## config.mk

```make
export PLATFORM = sky130hd
export DESIGN_NAME = rtc_alarm_irq
export DESIGN_NICKNAME = d
export VERILOG_FILES = /design/src/rtl/rtc_alarm_irq.sv
export SDC_FILE = /design/constraint.sdc
export NUM_CORES = 1
export LEC_CHECK = 0
export BUFFER_PORTS_ARGS = -buffer_cell sky130_fd_sc_hd__buf_2
export CELL_PAD_IN_SITES_DETAIL_PLACEMENT = 2
export CELL_PAD_IN_SITES_GLOBAL_PLACEMENT = 2
export CORE_MARGIN = 5
export CORE_UTILIZATION = 33
export CTS_CLUSTER_DIAMETER = 120
export DETAILED_ROUTE_END_ITERATION = 6
export PLACE_DENSITY = 0.94
export SYNTH_ARGS = -nofsm -noshare
export SYNTH_HDL_FRONTEND = slang
export SYNTH_SLANG_ARGS = --single-unit
```

## constraint.sdc

```tcl
create_clock -name clk -period 2.9 [get_ports clk]
set_clock_uncertainty 0.1 [all_clocks]
set_input_delay 0.29 -clock clk [delete_from_list [all_inputs] [get_ports clk]]
set_output_delay 0.29 -clock clk [all_outputs]
set_load 0.02 [all_outputs]
```

## src/rtl/rtc_alarm_irq.sv

```systemverilog
module rtc_alarm_irq #(
  parameter int ADDR_W = 5,
  parameter int DATA_W = 32,
  parameter int CNT_W  = 48
) (
  input  logic              clk,
  input  logic              rst_n,
  input  logic [ADDR_W-1:0] bus_addr,
  input  logic              bus_we,
  input  logic [DATA_W-1:0] bus_wdata,
  output logic [DATA_W-1:0] bus_rdata,
  input  logic [CNT_W-1:0]  sec_count,
  input  logic              alt_evt,
  output logic              irq
);
  localparam int HI_W = CNT_W - DATA_W;
  localparam int NSRC = 2;
  localparam logic [ADDR_W-1:0] A_LO  = ADDR_W'('h00);
  localparam logic [ADDR_W-1:0] A_HI  = ADDR_W'('h04);
  localparam logic [ADDR_W-1:0] A_RAW = ADDR_W'('h08);
  localparam logic [ADDR_W-1:0] A_STS = ADDR_W'('h0C);
  localparam logic [ADDR_W-1:0] A_SET = ADDR_W'('h10);
  localparam logic [ADDR_W-1:0] A_CLR = ADDR_W'('h14);

  logic [DATA_W-1:0] cmp_lo;
  logic [HI_W-1:0]   cmp_hi;
  logic [NSRC-1:0]   raw_q, en_q, hit, wipe, gated;

  assign hit   = {alt_evt, sec_count == {cmp_hi, cmp_lo}};
  assign wipe  = (bus_we && bus_addr == A_STS) ? bus_wdata[NSRC-1:0] : '0;
  assign gated = raw_q & en_q;
  assign irq   = |gated;

  always_ff @(posedge clk or negedge rst_n) begin
    if (!rst_n) begin
      cmp_lo <= '1;
      cmp_hi <= '1;
      raw_q  <= '0;
      en_q   <= '0;
    end else begin
      raw_q <= (raw_q & ~wipe) | hit;
      if (bus_we) begin
        case (bus_addr)
          A_LO:    cmp_lo <= bus_wdata;
          A_HI:    cmp_hi <= bus_wdata[HI_W-1:0];
          A_SET:   en_q   <= en_q | bus_wdata[NSRC-1:0];
          A_CLR:   en_q   <= en_q & ~bus_wdata[NSRC-1:0];
          default: ;
        endcase
      end
    end
  end

  always_comb begin
    case (bus_addr)
      A_LO:         bus_rdata = cmp_lo;
      A_HI:         bus_rdata = {{(DATA_W-HI_W){1'b0}}, cmp_hi};
      A_RAW:        bus_rdata = {{(DATA_W-NSRC){1'b0}}, raw_q};
      A_STS:        bus_rdata = {{(DATA_W-NSRC){1'b0}}, gated};
      A_SET, A_CLR: bus_rdata = {{(DATA_W-NSRC){1'b0}}, en_q};
      default:      bus_rdata = '0;
    endcase
  end

  p_match_sets_r3: assert property (@(posedge clk) disable iff (!rst_n)
    (sec_count == {cmp_hi, cmp_lo}) |=> raw_q[0]);
  p_alt_sets_r4: assert property (@(posedge clk) disable iff (!rst_n)
    alt_evt |=> raw_q[1]);
  p_set_wins_r9: assert property (@(posedge clk) disable iff (!rst_n)
    (alt_evt && bus_we && bus_addr == A_STS && bus_wdata[1]) |=> raw_q[1]);
  p_en_on_r6: assert property (@(posedge clk) disable iff (!rst_n)
    (bus_we && bus_addr == A_SET && bus_wdata[0]) |=> en_q[0]);
  p_en_off_r7: assert property (@(posedge clk) disable iff (!rst_n)
    (bus_we && bus_addr == A_CLR && bus_wdata[0]) |=> !en_q[0]);
  p_sticky_r8: assert property (@(posedge clk) disable iff (!rst_n)
    !(bus_we && bus_addr == A_STS) |=> ((raw_q & $past(raw_q)) == $past(raw_q)));
endmodule

```

==> results of run 1 <==
-- worst max path at each step --
stage	to	slack (ps)	cells after the start
final	cmp_hi[8]	780	5
after global routing	bus_rdata[1]	710	6
after CTS	bus_rdata[0]	780	5
after detailed placement	cmp_hi[3]	460	5
after global placement	cmp_hi[11]	530	5
after floorplan	bus_rdata[16]	950	5
-- registers in the layout, indices dropped and copies added, names as in the netlist, named ones only --
name and count:
cmp_hi 16, cmp_lo 32, raw_q 2
-- logic make-up (layout without fill, tap and decap cells) --
logic type / after synthesis / count (layout) / synth area share
muxes: 64 / 64 / 0.263
xor gates and xnor gates: 48 / 48 / 0.136
AOI/OAI and AO/OA: 11 / 11 / 0.0223
and+or+nand+nor: 61 / 61 / 0.117
buffers and inverters: 9 / 133 / 0.0215
DFF: 52 / 52 / 0.440
other: 0 / 2 / 0
-- per-stage QoR --
| stage | total power (W) | instance area [um2] | util |
|---|---|---|---|
| 3_3_place_gp | 0.00164 | 3790 | 0.412 |
| 3_5_place_dp | 0.00169 | 3790 | 0.412 |
| 5_1_grt | 0.00223 | 3900 | 0.424 |
| 4_1_cts | 0.00214 | 3890 | 0.423 |
| 2_1_floorplan | 0.00146 | 3090 | - |
| 6_report | 0.00212 | 3900 | 0.424 |
-- layout by cell type, fill, tap and decap left out, types with 3 or more instances in the layout --
| master | n |
|---|---|
| mux2_2 | 18 |
| mux2_4 | 30 |
| clkbuf_8 | 6 |
| a21oi_1 | 4 |
| nand2_1 | 5 |
| buf_4 | 3 |
| nand4_1 | 12 |
| mux2i_1 | 16 |
| nor4_1 | 3 |
| buf_2 | 121 |
| xnor2_1 | 48 |
| dfrtp_1 | 4 |
| and2_1 | 16 |
| dfstp_2 | 48 |
| nor2_1 | 16 |
-- area by class of cell --
type | instances | area share
Multi-Input combinational cell | 184 | 0.427
Sequential cell | 52 | 0.349
Timing Repair Buffer | 125 | 0.164
Tap cell | 111 | 0.0356
Clock buffer | 6 | 0.0212
Clock inverter | 2 | 0.00257
Antenna cell | 2 | 0.00128
-- metal layers --
layer	share of wire	vias up
li1	-	1100
met1	0.40	1187
met2	0.53	80
met3	0.048	15
met4	0.017	0
met5	0	-
-- power by group through the flow --
stage	Sequential, W	Clock [W]	Combinational, W
2_1_floorplan	0.00107	0	0.000390
5_1_grt	0.00113	0.000485	0.000609
3_3_place_gp	0.00110	0	0.000533
3_5_place_dp	0.00112	0	0.000568
6_report	0.00111	0.000442	0.000565
4_1_cts	0.00111	0.000453	0.000574
-- repair_timing --
| action | in CTS | in global routing |
|---|---|---|
| endpoints found under the hold margin | 4 | 0 |
| hold buffers | 1 | 0 |
| buffers inserted | 0 | 0 |
==> results.md, run 1 <==
- Status: finished clean
- Clk Latency, worst-skew pair: 310 ps
- Post-CTS sizing: 0
- Top FF cell, synth: dfstp_2
- # nets final: 457
- Switching share of power: 0.294
- Start point of the critical path: bus_addr[1]
- P_int: 0.00149 W
- Worst hold slack: 74.1 ps
- Worst slew pin tran: 635 ps
- Cell Chain, Critical Path: buf_2 -> or4_1 -> buf_4 -> nor2_4 -> mux2_2
- Register area: 1360 um2
- Mapped Area: 3090 um2
- TritonRoute pass-1 iters: 4
- Avg Synthesized Cell Area: 12.6 um2
- Clock Sink Count: 52
- Clock Tree Root: clkbuf_8
- WHS Endpoint: raw_q[1]
- CTS tree: built
- FF-to-FF setup slack: 1240 ps
- DIE WIDTH: 107 um
- # H-tree levels: 2
- Yosys warns: 0
- Largest net degree at the start of global routing: 33
- Area grow syn2layout: 26.2%
- Hold Path Class: in -> reg
- Worst setup path category: in -> reg
- GR Layer Usage met1: 0.215
- Placed instance count: 471
- Row Count: 35
- Chip Height: 107 um
- Share of total power in sequential cells: 0.524
- Vias in the first global route: 2887
- Final setup viols: 0
- Vias: 2382
- WL final: 10400 um
- Maximum clock path buffer count: 2
- Post-DP HPWL: 8380 um
- Slowest cell on crit path: or4_1
- Req. time, crit path: 3040 ps
- #FFs+latches synth: 52
- Global-route wire length before repair: 16000 um
- Final hold violations: 0
- Crit share post-route: 0.733
- Layout cells sized above 1: 0.629
- Total leakage power: 1.82 nW
- Post-synthesis cell type with the largest combined area: dfstp_2
- Clock power share: 0.209
- Synth area leaders: dfstp_2 (41%), mux2_4 (15%), xnor2_1 (14%), mux2_2 (6.6%), mux2i_1 (5.2%)
- Core area: 9200 um2
- Logic gate share of total power: 0.267
- CP peak stage delay: 650 ps
- Global-route usage over all layers: 0.184
- Total grt overflow: 0
- DRC: 0
- Clock period minus worst slack: 2120 ps
- Detail Route Antenna Nets: 0
- Mapped Cells: 245
- Slew HR: 0.571
- Worst path top cell family by delay: simple AND/OR/NAND/NOR gates
- Initial drt markers: 55
- Fill cells: 975
- Slack of the critical path: 776 ps
- Switching Power: 0.000623 W
- Setup repair after global routing missed its margin: false
- Post-synth cell types: 29
- WP buf/inv: 2
- Worst reg2reg startpoint: cmp_hi[9]
- Register area share after synthesis: 0.440
- Initial Util: 0.336
- Crit end category: flip-flop
- Layer with the highest usage: met2
- Slew Limit Fails: 0
- CP max FO: 17
- Synth top area share: 0.408
- Most frequent cells after synthesis: dfstp_2 (48), xnor2_1 (48), mux2_4 (30), mux2_2 (18)
- WL/cell: 21.6 um
- Cell Count, Final, Fillers Out: 482
- GPL Wtd Cong: 0.769
- Clock transition at path regs: 100 ps
- Io pins: 122
- Area occupied by multi-input gates: 1660 um2
- Pwr dens: 543 nW/um2
- Worst Reg2Reg Path Length in Cells: 4
- Max Cap Violations: 0
- # port buffers: 121
- Hold Startpoint: alt_evt
- Maximum clock rate: 0.471 GHz
- Peak supply drop: 219 uV
- Pre-CTS setup slack: 456 ps
- CTS Buf Count: 5
- Hold depth: 2
- Post-synth ARST share: 1.00
- FF-to-FF End: raw_q[0]
- Met2 Usage GRT: 0.340
- Synthesized Nets: 334
- Routing usage on met3: 0.0343
- Initial antenna violation count: 2
- TNS Setup: 0 ps
- Startpoint types: input port
- Post-synth EDFFs: 0
- Via density: 4.94
- Die area: 11400 um2
- WP data arrival: 2260 ps
No activity file was read; power rests on OpenSTA's default activity.
==> inputs of run 2 (changes only) <==
- CORE_UTILIZATION: 33 -> 31
- PLACE_DENSITY: 0.94 -> 0.89
- clock period: 2.9 -> 2.15 ns (I/O delays scaled with it)
==> results.md, run 2 (synthesized netlist as in run 1, its figures left out) <==
- Status: finished clean
- Clock Tree Root: clkbuf_8
- Layout cells sized above 1: 0.628 (about the same)
- Setup repair after global routing missed its margin: false
- # H-tree levels: 2 (unchanged)
- Clock transition at path regs: 100 ps (about the same)
- Switching share of power: 0.290 (-0.00419)
- Hold depth: 2 (unchanged)
- Initial Util: 0.318 (-0.0184)
- WP buf/inv: 3 (+1)
- Io pins: 122 (unchanged)
- Layer with the highest usage: met2
- # port buffers: 121 (unchanged)
- Most common cell after layout, fill and taps aside: buf_2
- Hold Path Class: in -> reg
- Slew Limit Fails: 0 (unchanged)
- Crit end category: output pin
- CP max FO: 14 (-3)
- WL/cell: 19.8 um (-8.2%)
- # nets final: 462 (+1.1%)
- Final hold violations: 0 (unchanged)
- Area grow syn2layout: 30.1%
- Via density: 4.73 (-4.2%)
- FF-to-FF setup slack: 460 ps (-780 ps)
- Top flop regs: cmp_lo: 32 flops, cmp_hi: 16 flops, raw_q: 2 flops
- Final setup viols: 0 (unchanged)
- Clk Latency, worst-skew pair: 300 ps (about the same)
- Routing usage on met3: 0.0294 (-0.00496)
- Most frequent CP cell: buf_2
- DIE WIDTH: 110 um (+2.9%)
- TritonRoute pass-1 iters: 3 (-1)
- Worst Reg2Reg Path Length in Cells: 4 (unchanged)
- Maximum clock path buffer count: 2 (unchanged)
- Max Cap Violations: 0 (unchanged)
- Vias: 2405 (+0.97%)
- Finished Cell Area: 4020 um2 (+3.1%)
- Clock power share: 0.209 (about the same)
- Worst slew pin tran: 635 ps (-0.287 ps)
- Max reg flops: 32 (unchanged)
- Chip Height: 110 um (+2.9%)
- Clock Sink Count: 52 (unchanged)
- Slew HR: 0.577 (+0.00616)
- Worst reg2reg startpoint: cmp_lo[24]
- Worst path top cell family by delay: simple AND/OR/NAND/NOR gates
- Total leakage power: 1.86 nW (+2.2%)
- Logic gate share of total power: 0.268 (about the same)
- Cell Chain, Critical Path: buf_2 -> or4_1 -> nor2_8 -> buf_12 -> and2_1 -> buf_2
- Total grt overflow: 0 (unchanged)
- DRC: 0 (unchanged)
- Crit share post-route: 0.952
- Critical Path Stages: 6 (+1)
- WP data arrival: 1730 ps (-530 ps)
- WHS Endpoint: cmp_lo[20]
- Worst setup path category: in -> out
- Vias in the first global route: 2858 (-1.0%)
- Maximum clock rate: 0.489 GHz
- Detail Route Antenna Nets: 0 (unchanged)
- Switching Power: 0.000829 W (+33%)
- Commonest cells after routing, fill and taps aside: buf_2 (121), xnor2_1 (48), dfstp_2 (48)
- WL final: 10100 um (-3.2%)
- Biggest register: cmp_lo
- Share of total power in sequential cells: 0.524 (about the same)
- Core area: 9730 um2 (+5.8%)
- GR Layer Usage met1: 0.207 (-0.00797)
- Initial antenna violation count: 0 (-2)
- Req. time, crit path: 1840 ps (-1200 ps)
- Pwr dens: 710 nW/um2 (+31%)
- Global-route wire length before repair: 15600 um (-2.9%)
- Global-route usage over all layers: 0.169 (-0.0154)
- Die area: 12100 um2 (+5.8%)
- CTS tree: built
- Slowest cell on crit path: or4_1
- Met2 Usage GRT: 0.311 (-0.0297)
- Initial drt markers: 58 (+5.5%)
- Pre-CTS setup slack: 95.3 ps (-361 ps)
- GPL Wtd Cong: 0.775 (+0.71%)
- CTS Buf Count: 5 (unchanged)
- Row Count: 36 (+2.9%)
- P_int: 0.00203 W (+36%)
- Largest net degree at the start of global routing: 29 (-12%)
- Startpoint types: input port
- Peak supply drop: 369 uV (+69%)
- Placement Cell Area: 3920 um2 (+3.4%)
- Slack of the critical path: 104 ps (-672 ps)
- FF-to-FF End: raw_q[0]
- Hold Startpoint: bus_wdata[20]
- Clock period minus worst slack: 2050 ps
- Post-DP HPWL: 8220 um (-2.0%)
- TNS Setup: 0 ps (unchanged)
- CP peak stage delay: 710 ps (+60 ps)
## run 2: cell count changes in the layout (fill, tap and decap cells not counted), sizes merged
| cell | previous run | this run |
|---|---|---|
| clkbuf | 6 | 8 |
| diode | 2 | 1 |
| buf | 124 | 129 |
| clkinv | 2 | 0 |
## run 2: per-layer routing
metal | share of wire | up-vias
met5 | 0 | -
li1 | - | 1112
met4 | 0.0018 | 0
met3 | 0.050 | 2
met1 | 0.41 | 1229
met2 | 0.54 | 62
## run 2: what timing repair did
| item | CTS | global route |
|---|---|---|
| hold buffers | 1 | 0 |
| endpoints found under the hold margin | 1 | 0 |
| setup endpoints to repair | 0 | 0 |
| resized for setup | 0 | 0 |
| buffers inserted | 0 | 0 |
## run 2: power by group through the flow
stage / clock [W] / combinational [W] / sequential, W
after floorplan: 0 / 0.000526 / 0.00144
after global placement: 0 / 0.000737 / 0.00149
after detailed placement: 0 / 0.000775 / 0.00151
after CTS: 0.000610 / 0.000780 / 0.00150
after global routing: 0.000643 / 0.000833 / 0.00153
final: 0.000596 / 0.000765 / 0.00150
## run 2: cell type report
type | instances | area [um2]
diodes | 1 | 2.50
clock buffers | 8 | 90.1
fillers | 1059 | 5710
multi-input cells | 184 | 1660
flip-flops and latches | 52 | 1360
well taps | 133 | 166
repair buffers | 130 | 738
## run 2: worst max path at each step
stage | start | end | slack (ps)
after floorplan | bus_addr[1] | bus_rdata[16] | 350
after global placement | bus_addr[1] | bus_rdata[27] | 130
after detailed placement | bus_addr[1] | bus_rdata[27] | 100
after CTS | bus_addr[1] | bus_rdata[27] | 90
after global routing | bus_addr[1] | bus_rdata[27] | 40
final | bus_addr[1] | bus_rdata[27] | 100
## run 2: through the flow
step / cells / hold WS (ps) / utilization / total power [W]
6_report: 508 / 38.0 / 0.413 / 0.00286
5_1_grt: 507 / 30.1 / 0.413 / 0.00300
4_1_cts: 507 / 30.3 / 0.413 / 0.00289
3_5_place_dp: 498 / 307 / 0.403 / 0.00229
3_3_place_gp: 498 / 307 / 0.403 / 0.00223
2_1_floorplan: 245 / -181 / - / 0.00196
